--- src/rtl/gpio_regblk_pkg.sv ---
package gpio_regblk_pkg;

    // Byte offsets decoded by the block; the software map depends on them.
    localparam logic [7:0] OFS_LEVEL = 8'h00;
    localparam logic [7:0] OFS_DIR   = 8'h04;
    localparam logic [7:0] OFS_SET   = 8'h08;
    localparam logic [7:0] OFS_CLR   = 8'h0C;
    localparam logic [7:0] OFS_EDGR  = 8'h10;
    localparam logic [7:0] OFS_EDGF  = 8'h14;
    localparam logic [7:0] OFS_EDGS  = 8'h18;
    localparam logic [7:0] OFS_AUX   = 8'h20;

    typedef enum logic [2:0] {
        RGN_LEVEL,
        RGN_DIR,
        RGN_SET,
        RGN_CLR,
        RGN_EDGE,
        RGN_AUX,
        RGN_NONE
    } gpio_rgn_e;

    typedef enum logic [1:0] {
        ST_IDLE,
        ST_RDATA,
        ST_FAULT
    } gpio_bus_st_e;

    typedef struct packed {
        gpio_rgn_e rgn;
        logic      rd_ok;
        logic      wr_ok;
        logic      masked;
    } gpio_dec_t;

endpackage

--- src/rtl/gpio_addr_decode.sv ---
module gpio_addr_decode
    import gpio_regblk_pkg::*;
#(
    parameter int unsigned ADDR_W = 8
) (
    input  logic [ADDR_W-1:0] addr,
    output gpio_dec_t         dec
);

    always_comb begin
        dec.rgn    = RGN_NONE;
        dec.rd_ok  = 1'b0;
        dec.wr_ok  = 1'b0;
        dec.masked = 1'b0;
        case (addr)
            ADDR_W'(OFS_LEVEL): begin
                dec.rgn   = RGN_LEVEL;
                dec.rd_ok = 1'b1;
            end
            ADDR_W'(OFS_DIR): begin
                dec.rgn   = RGN_DIR;
                dec.rd_ok = 1'b1;
                dec.wr_ok = 1'b1;
            end
            ADDR_W'(OFS_SET): begin
                dec.rgn    = RGN_SET;
                dec.wr_ok  = 1'b1;
                dec.masked = 1'b1;
            end
            ADDR_W'(OFS_CLR): begin
                dec.rgn    = RGN_CLR;
                dec.wr_ok  = 1'b1;
                dec.masked = 1'b1;
            end
            ADDR_W'(OFS_EDGR),
            ADDR_W'(OFS_EDGF),
            ADDR_W'(OFS_EDGS): begin
                dec.rgn   = RGN_EDGE;
                dec.wr_ok = 1'b1;
            end
            ADDR_W'(OFS_AUX): begin
                dec.rgn   = RGN_AUX;
                dec.rd_ok = 1'b1;
                dec.wr_ok = 1'b1;
            end
            default: begin
                dec.rgn = RGN_NONE;
            end
        endcase
    end

endmodule

--- src/rtl/gpio_bus_fsm.sv ---
module gpio_bus_fsm
    import gpio_regblk_pkg::*;
(
    input  logic      clk,
    input  logic      rst_n,
    input  logic      wr_en,
    input  logic      rd_en,
    input  gpio_dec_t dec,
    input  logic      mask_hit,
    output logic      wr_commit,
    output logic      rd_capture,
    output logic      err_pulse
);

    gpio_bus_st_e state;
    gpio_bus_st_e state_nxt;
    logic         wr_fault;
    logic         rd_fault;
    logic         rd_only;

    // Access classification; a write always takes precedence over a read.
    always_comb begin
        rd_only  = rd_en && !wr_en;
        wr_fault = wr_en && (!dec.wr_ok || (dec.masked && !mask_hit));
        rd_fault = rd_only && !dec.rd_ok;
    end

    // Transitions: go_write, go_read, go_fault, go_rest (from any state).
    always_comb begin
        state_nxt = ST_IDLE;
        if (wr_en) begin
            state_nxt = wr_fault ? ST_FAULT : ST_IDLE;
        end else if (rd_en) begin
            state_nxt = rd_fault ? ST_FAULT : ST_RDATA;
        end
    end

    always_ff @(posedge clk) begin
        if (!rst_n) begin
            state <= ST_IDLE;
        end else begin
            state <= state_nxt;
        end
    end

    // Outputs: commit strobes follow the current access, err follows state.
    always_comb begin
        wr_commit  = wr_en && !wr_fault;
        rd_capture = rd_only;
        err_pulse  = 1'b0;
        unique case (state)
            ST_IDLE:  err_pulse = 1'b0;
            ST_RDATA: err_pulse = 1'b0;
            ST_FAULT: err_pulse = 1'b1;
            default:  err_pulse = 1'b0;
        endcase
    end

endmodule

--- src/rtl/gpio_reg_file.sv ---
module gpio_reg_file
    import gpio_regblk_pkg::*;
#(
    parameter int unsigned DATA_W = 32
) (
    input  logic              clk,
    input  logic              rst_n,
    input  logic              wr_commit,
    input  logic              rd_capture,
    input  gpio_dec_t         dec,
    input  logic [DATA_W-1:0] wdata,
    output logic              mask_hit,
    output logic [DATA_W-1:0] level_q,
    output logic [DATA_W-1:0] dir_q,
    output logic [DATA_W-1:0] rdata_q
);

    logic [DATA_W-1:0] aux_q;
    logic [DATA_W-1:0] rd_mux;

    assign mask_hit = |(dir_q & wdata);

    always_ff @(posedge clk) begin
        if (!rst_n) begin
            level_q <= '0;
            dir_q   <= '0;
            aux_q   <= '0;
        end else if (wr_commit) begin
            unique case (dec.rgn)
                RGN_DIR:  dir_q   <= wdata;
                RGN_SET:  level_q <= level_q | wdata;
                RGN_CLR:  level_q <= level_q & ~wdata;
                RGN_AUX:  aux_q   <= wdata;
                RGN_EDGE: level_q <= level_q;
                default:  level_q <= level_q;
            endcase
        end
    end

    always_comb begin
        rd_mux = '0;
        if (dec.rd_ok) begin
            unique case (dec.rgn)
                RGN_LEVEL: rd_mux = level_q;
                RGN_DIR:   rd_mux = dir_q;
                RGN_AUX:   rd_mux = aux_q;
                default:   rd_mux = '0;
            endcase
        end
    end

    always_ff @(posedge clk) begin
        if (!rst_n) begin
            rdata_q <= '0;
        end else if (rd_capture) begin
            rdata_q <= rd_mux;
        end
    end

endmodule

--- src/rtl/gpio_irq_tie.sv ---
module gpio_irq_tie #(
    parameter int unsigned N_LOW_IRQ = 8
) (
    output logic [N_LOW_IRQ-1:0] irq_low,
    output logic                 irq_high
);

    for (genvar g = 0; g < N_LOW_IRQ; g++) begin : g_low
        assign irq_low[g] = 1'b0;
    end
    assign irq_high = 1'b0;

endmodule

--- src/rtl/gpio_regblk.sv ---
module gpio_regblk
    import gpio_regblk_pkg::*;
#(
    parameter int unsigned DATA_W    = 32,
    parameter int unsigned ADDR_W    = 8,
    parameter int unsigned N_LOW_IRQ = 8
) (
    input  logic                 clk,
    input  logic                 rst_n,
    input  logic [ADDR_W-1:0]    addr,
    input  logic                 wr_en,
    input  logic                 rd_en,
    input  logic [DATA_W-1:0]    wdata,
    output logic [DATA_W-1:0]    rdata,
    output logic                 err,
    output logic [DATA_W-1:0]    gpio_out,
    output logic [DATA_W-1:0]    gpio_oe,
    output logic [N_LOW_IRQ-1:0] irq_low,
    output logic                 irq_high
);

    gpio_dec_t dec;
    logic      mask_hit;
    logic      wr_commit;
    logic      rd_capture;

    gpio_addr_decode #(.ADDR_W(ADDR_W)) u_dec (
        .addr (addr),
        .dec  (dec)
    );

    gpio_bus_fsm u_fsm (
        .clk        (clk),
        .rst_n      (rst_n),
        .wr_en      (wr_en),
        .rd_en      (rd_en),
        .dec        (dec),
        .mask_hit   (mask_hit),
        .wr_commit  (wr_commit),
        .rd_capture (rd_capture),
        .err_pulse  (err)
    );

    gpio_reg_file #(.DATA_W(DATA_W)) u_regs (
        .clk        (clk),
        .rst_n      (rst_n),
        .wr_commit  (wr_commit),
        .rd_capture (rd_capture),
        .dec        (dec),
        .wdata      (wdata),
        .mask_hit   (mask_hit),
        .level_q    (gpio_out),
        .dir_q      (gpio_oe),
        .rdata_q    (rdata)
    );

    gpio_irq_tie #(.N_LOW_IRQ(N_LOW_IRQ)) u_irq (
        .irq_low  (irq_low),
        .irq_high (irq_high)
    );

endmodule

--- config.mk ---
export PLATFORM = sky130hd
export DESIGN_NAME = gpio_regblk
export DESIGN_NICKNAME = d
export VERILOG_FILES = /design/src/rtl/gpio_regblk_pkg.sv /design/src/rtl/gpio_addr_decode.sv /design/src/rtl/gpio_bus_fsm.sv /design/src/rtl/gpio_reg_file.sv /design/src/rtl/gpio_irq_tie.sv /design/src/rtl/gpio_regblk.sv
export SDC_FILE = /design/constraint.sdc
export NUM_CORES = 1
export LEC_CHECK = 0
export ABC_AREA = 0
export CORE_MARGIN = 1.5
export CORE_UTILIZATION = 40
export DETAILED_ROUTE_END_ITERATION = 10
export HOLD_SLACK_MARGIN = 0.06
export PLACE_DENSITY_LB_ADDON = 0.25
export SLEW_MARGIN = 25
export SYNTH_ARGS = -nofsm -noshare
export SYNTH_HDL_FRONTEND = slang
export SYNTH_SLANG_ARGS = --single-unit
--- constraint.sdc ---
create_clock -name clk -period 2.34 [get_ports clk]
set_input_delay 0.468 -clock clk [delete_from_list [all_inputs] [get_ports clk]]
set_output_delay 0.468 -clock clk [all_outputs]
set_load 0.01 [all_outputs]
# --- Word-level counts from Yosys, hierarchy flattened ---
# Cells that the tools add are included.
op_classes:
  n_reduce_logical: 22
  n_eq_ne: 12
  bitwise_logic: 4
  mux: 12
ops:
  columns: ["cell", "count"]
  rows:
  - ["32-bit case mux with 3 select lines", 1]
  - ["32-bit AND", 2]
  - ["32-bit case mux with 2 select lines", 1]
  - ["32-bit 2-to-1 mux", 1]
  - ["32-bit inverter", 1]
  - ["32-bit bitwise OR", 1]
  - ["32-bit OR reduction", 1]
  - ["8-bit by 5-bit equality test with 1-bit output (second input constant)", 3]
  - ["3-bit case mux with 6 select lines", 1]
  - ["8-bit by 4-bit equality test with 1-bit output (second input constant)", 2]
  - ["8-bit by 3-bit equality test with 1-bit output (second input constant)", 1]
  - ["8-bit by 6-bit equality test with 1-bit output (second input constant)", 1]
  - ["8-bit logical NOT", 1]
  - ["2-bit 2-to-1 mux", 4]
  - ["7-bit OR reduction", 1]
  - ["3-bit by 2-bit equality test with 1-bit output (second input constant)", 2]
  - ["2-bit AND reduction", 3]
  - ["3-bit OR reduction", 2]
  - ["1-bit logical AND", 5]
  - ["1-bit logical NOT", 5]
  - ["1-bit 2-to-1 mux", 4]
  - ["3-bit by 1-bit equality test with 1-bit output (second input constant)", 1]
  - ["3-bit equality test (second input constant)", 1]
  - ["3-bit logical NOT", 1]
  - ["4 further kinds", 4]
word_totals:
  input_bits: 44
  ff_bits: 130
  wordCells: 55

# --- Logic depth before layout (Yosys ltp) ---
depth:
  ltp_word: 9
  mapped_depth: 9
  depth_no_buf: 5

# --- Cells and area by module ---
# From an unflattened synthesis, not the netlist that was laid out.
unflattened:
  cells_unflattened: 635
  area_unflattened_um2: 5457.7
modules_own_cells:
  columns: ["mod", "cells_per_inst", "instances", "area_per_inst_um2"]
  rows:
  - ["gpio_reg_file", 597, 1, 5175.0]
  - ["gpio_addr_decode", 18, 1, 121.4]
  - ["gpio_bus_fsm", 10, 1, 90.1]
  - ["gpio_irq_tie", 10, 1, 71.3]

# --- Worst setup path before layout ---
# Ideal clock, no wire load.
synth_path:
  kind: "input to register"
  startpoint: "input port addr[7]"
  endpoint: "register with a tool-made name"
  n_path_buf: 2
  path_slack_ps: 232
  t_arrival_ps: 2036
  path_stages: 7
  path_cell_list: "or4_1 buf_2 nor4b_2 nand2_2 buf_6 nor3b_2 mux2i_1"
synth_rtl:
  columns: ["item", "line_no", "source"]
  rows:
  - ["from (decl)", "gpio_regblk.sv:10", "input logic [ADDR_W-1:0] addr,"]

==> metrics.md <==
| Metric | Value |
|---|---|
| # IOs | 150 |
| CTS tree | built |
| Multiplexer area fraction after synthesis | 0.0589 |
| Mean post-synth cell area | 8.95 sq um |
| Post-Syn Instances | between 600 and 700 |
| Max-cap viol count | 0 |
| Crit path capture type | register |
| Routed Antenna Nets | 0 |
| Setup bufs post-CTS | 0 |
| Area grow syn2layout | 42.4% |
| Reg clk slew, reported paths | about 50 ps |
| DR vias | between 5,000 and 6,000 |
| Rel. slew slack | 0.641 |
| Full die area | 0.0147 sq mm |
| Std cell rows | between 40 and 50 |
| Startpoint types | primary input |
| Share of cells above drive strength 1 | 0.153 |
| Diode count | 0 |
| Commonest non-fill, non-tap cells in the layout | 195 x nand2_1, 139 x clkdlybuf4s50_1, 130 x dfxtp_1, 47 x buf_4, 45 x a21oi_1 |
| Final nets | approximately 830 |
| Non-filler instance count after layout | between 900 and 1,000 |
| Yosys cell types | 35 |
| TritonCTS Buffers | 17 |
| Crit path DAT | 2590 ps |
| Synth Area in Adders | 0 |
| Xor/xnor cell area share of the yosys netlist | 0 |
| Critical Path Max Stage Delay | between 600 and 700 ps |
| DR DRC count | 0 |
| Via-to-Cell Ratio | 5.50 |
| Initial detailed-routing violation count | 558 |
| Main combinational cell family by area after synthesis | simple AND/OR/NAND/NOR gates |
| Post-Syn Area | about 0.0056 sq mm |
| Clk_skew | roughly 7 ps |
| Post-synthesis sequential area ratio | 0.464 |
| Final wirelength | around 18 mm |
| Gpl congestion | about 0.83 |
| PortBufs | 140 |
| RSZ-0062 raised after global routing | yes |
| Worst skew pair latency | between 400 and 500 ps |
| Placed wire-length estimate | about 12 mm |
| CTS Buffer Depth | 2 |
| # setup viols final | 0 |
| Worst path bufs/invs | 2 |
| Final core occ | 0.580 |
| Max Slew Vio Count | 0 |
| Initial antenna violation count | 0 |
| Starting Density | 0.407 |
| Critical Path Fanout Max | 32 |
| Gr ovfl total | 0 |
| Synthesis-stage register bit count | 130 |
| CP cell instances | clkdlybuf4s50_1, or4_1, nor4b_2, nand2_2, buf_12, nor3b_2, mux2i_1 |
| Post-Synth Simple-Gate Area | 0.225 |
| Fmax | 0.445 GHz |
| Clock sink total | 130 |
| First-pass GRT wire length | 27.9 mm |
| Crit path max-delay family | simple AND/OR/NAND/NOR gates |
| Post-synthesis compound-gate area fraction | 0.184 |
| H-tree Lvls | 4 |
| Tcrit/Tclk final | 0.960 |
| GRT Total Usage | 0.248 |
| Worst-margin pin slew | about 540 ps |
| Core area | between 0.01 and 0.015 sq mm |
| Root Driver | clkbuf_16 |
| CP Class | primary input to register |
| Die Ht | roughly 120 microns |
| Synthesis Warnings | 0 |
| Endpoints failing hold | 0 |
| Commonest non-fill, non-tap cell in the layout | nand2_1 |
| Largest net degree at the start of global routing | 46 |
| Pleak | 2.62 nW |
| Hold Crit Class | register to register |
| Vias in the first global route | ~5,200 |
| Post-placement cell count | between 900 and 1,000 |
| Die Width | 121 microns |
| Minimum clock period | ~2200 ps |
| P per Cell Area | around 600 mW/mm^2 |
| Avg WL per Cell | roughly 18 microns |
| Req. time, crit path | between 2000 and 3000 ps |
| Worst IR drop on VDD | approximately 0.55 mV |
| Slowest stage cell, crit path | or4_1 |
| Status | finished, final reports clean |
| Drt first pass iters | 8 |
## layout make-up
cell class	count	area (sq um)
Clock inverter	7	37.5
Inverter	3	11.3
Fill cell	1263	5790
Tap cell	180	225
Multi-Input combinational cell	440	2690
Sequential cell	130	2600
Clock buffer	22	464
Timing Repair Buffer	197	1950
## final timing paths
path / from / end / slack, ps / cells past startpoint
min reg2reg: u_regs.aux_q[17]$_SDFFE_PN0P_ / u_regs.aux_q[17]$_SDFFE_PN0P_ / 450 / 2
min: u_regs.aux_q[17]$_SDFFE_PN0P_ / u_regs.aux_q[17]$_SDFFE_PN0P_ / 450 / 2
max reg2reg: u_regs.dir_q[5]$_SDFFE_PN0P_ / register / 470 / 6
max: addr[7] / register / 90 / 7
## cell families (layout without fill, tap and decap cells)
| logic type | count (synthesis) | count (layout) |
|---|---|---|
| multiplexers | 33 | 33 |
| buffers and inverters | 64 | 229 |
| flip-flops | 130 | 130 |
| AO/OA/AOI/OAI | 153 | 153 |
| AND/OR/NAND/NOR | 245 | 245 |
| other | 1 | 9 |
## synthesized netlist by cell type
cell       count  area [sq um]
a31oi_1        1          6.26
dfxtp_1      130          2600
a222oi_1      32           320
a21bo_2        1          10.0
a211oi_1       1          7.51
a21oi_1       46           230
nand2_1      195           732
o21ai_0       32           160
a21boi_1      20           150
nand3_1        1          5.00
nor4_2         1          12.5
a22oi_1       16           120
nand2_2        1          6.26
a2111oi_0      1          8.76
mux2i_1       33           330
a21o_1         1          7.51
and4bb_1       2          25.0
buf_2         13          65.1
buf_4         13          97.6
o21ai_1        1          5.00
inv_2          1          3.75
nor4b_2        1          15.0
conb_1         1          3.75
buf_6          9           101
and2_1         2          12.5
or4_1          2          15.0
nor2b_1        1          6.26
clkbuf_1      26          97.6
inv_1          2          7.51
nor2_1         2          7.51
o31ai_1        1          7.51
and3b_1        1          8.76
nor3b_2       30           375
nand4_1        4          25.0
nor3b_1        2          15.0
## stage by stage
stage                     setup WS (ps)  setup TNS, ps  area (sq um)  power (W)  hold WS, ps
after global placement             -303         -29300          7480    0.00254          438
after floorplan                     232              0          5630    0.00237          435
after CTS                           101              0          7980    0.00483          456
final                              93.8              0          7980    0.00480          455
after global routing              -17.7          -17.7          7980    0.00494          476
after detailed placement           -321         -32850          7480    0.00255          446
## report_power, final
| part | internal [W] | total [W] | switching (W) |
|---|---|---|---|
| combinational | 0.000140 | 0.000284 | 0.000144 |
| sequential | 0.00222 | 0.00222 | 0.00000162 |
| clock | 0.00138 | 0.00229 | 0.000917 |
| total | 0.00373 | 0.00480 | 0.00106 |
## routing by layer
layer	track usage	vias to the layer above	share of wire
li1	-	2515	-
met1	0.316	2579	0.42
met5	0	-	0
met2	0.402	253	0.47
met4	0.104	0	0.025
met3	0.0550	37	0.082
## tightest hold or removal path: cells and delay by family (launching register included)
family / cells / cell delay (ps)
flops: 1 / 310
simple gates: 1 / 50
compound gates: 1 / 50
## timing repair
action,4_1_cts,5_1_grt
hold buffers,0,0
resized for setup,0,1
setup endpoints to repair,0,5
Note: power is estimated with default switching activity, not from simulation.
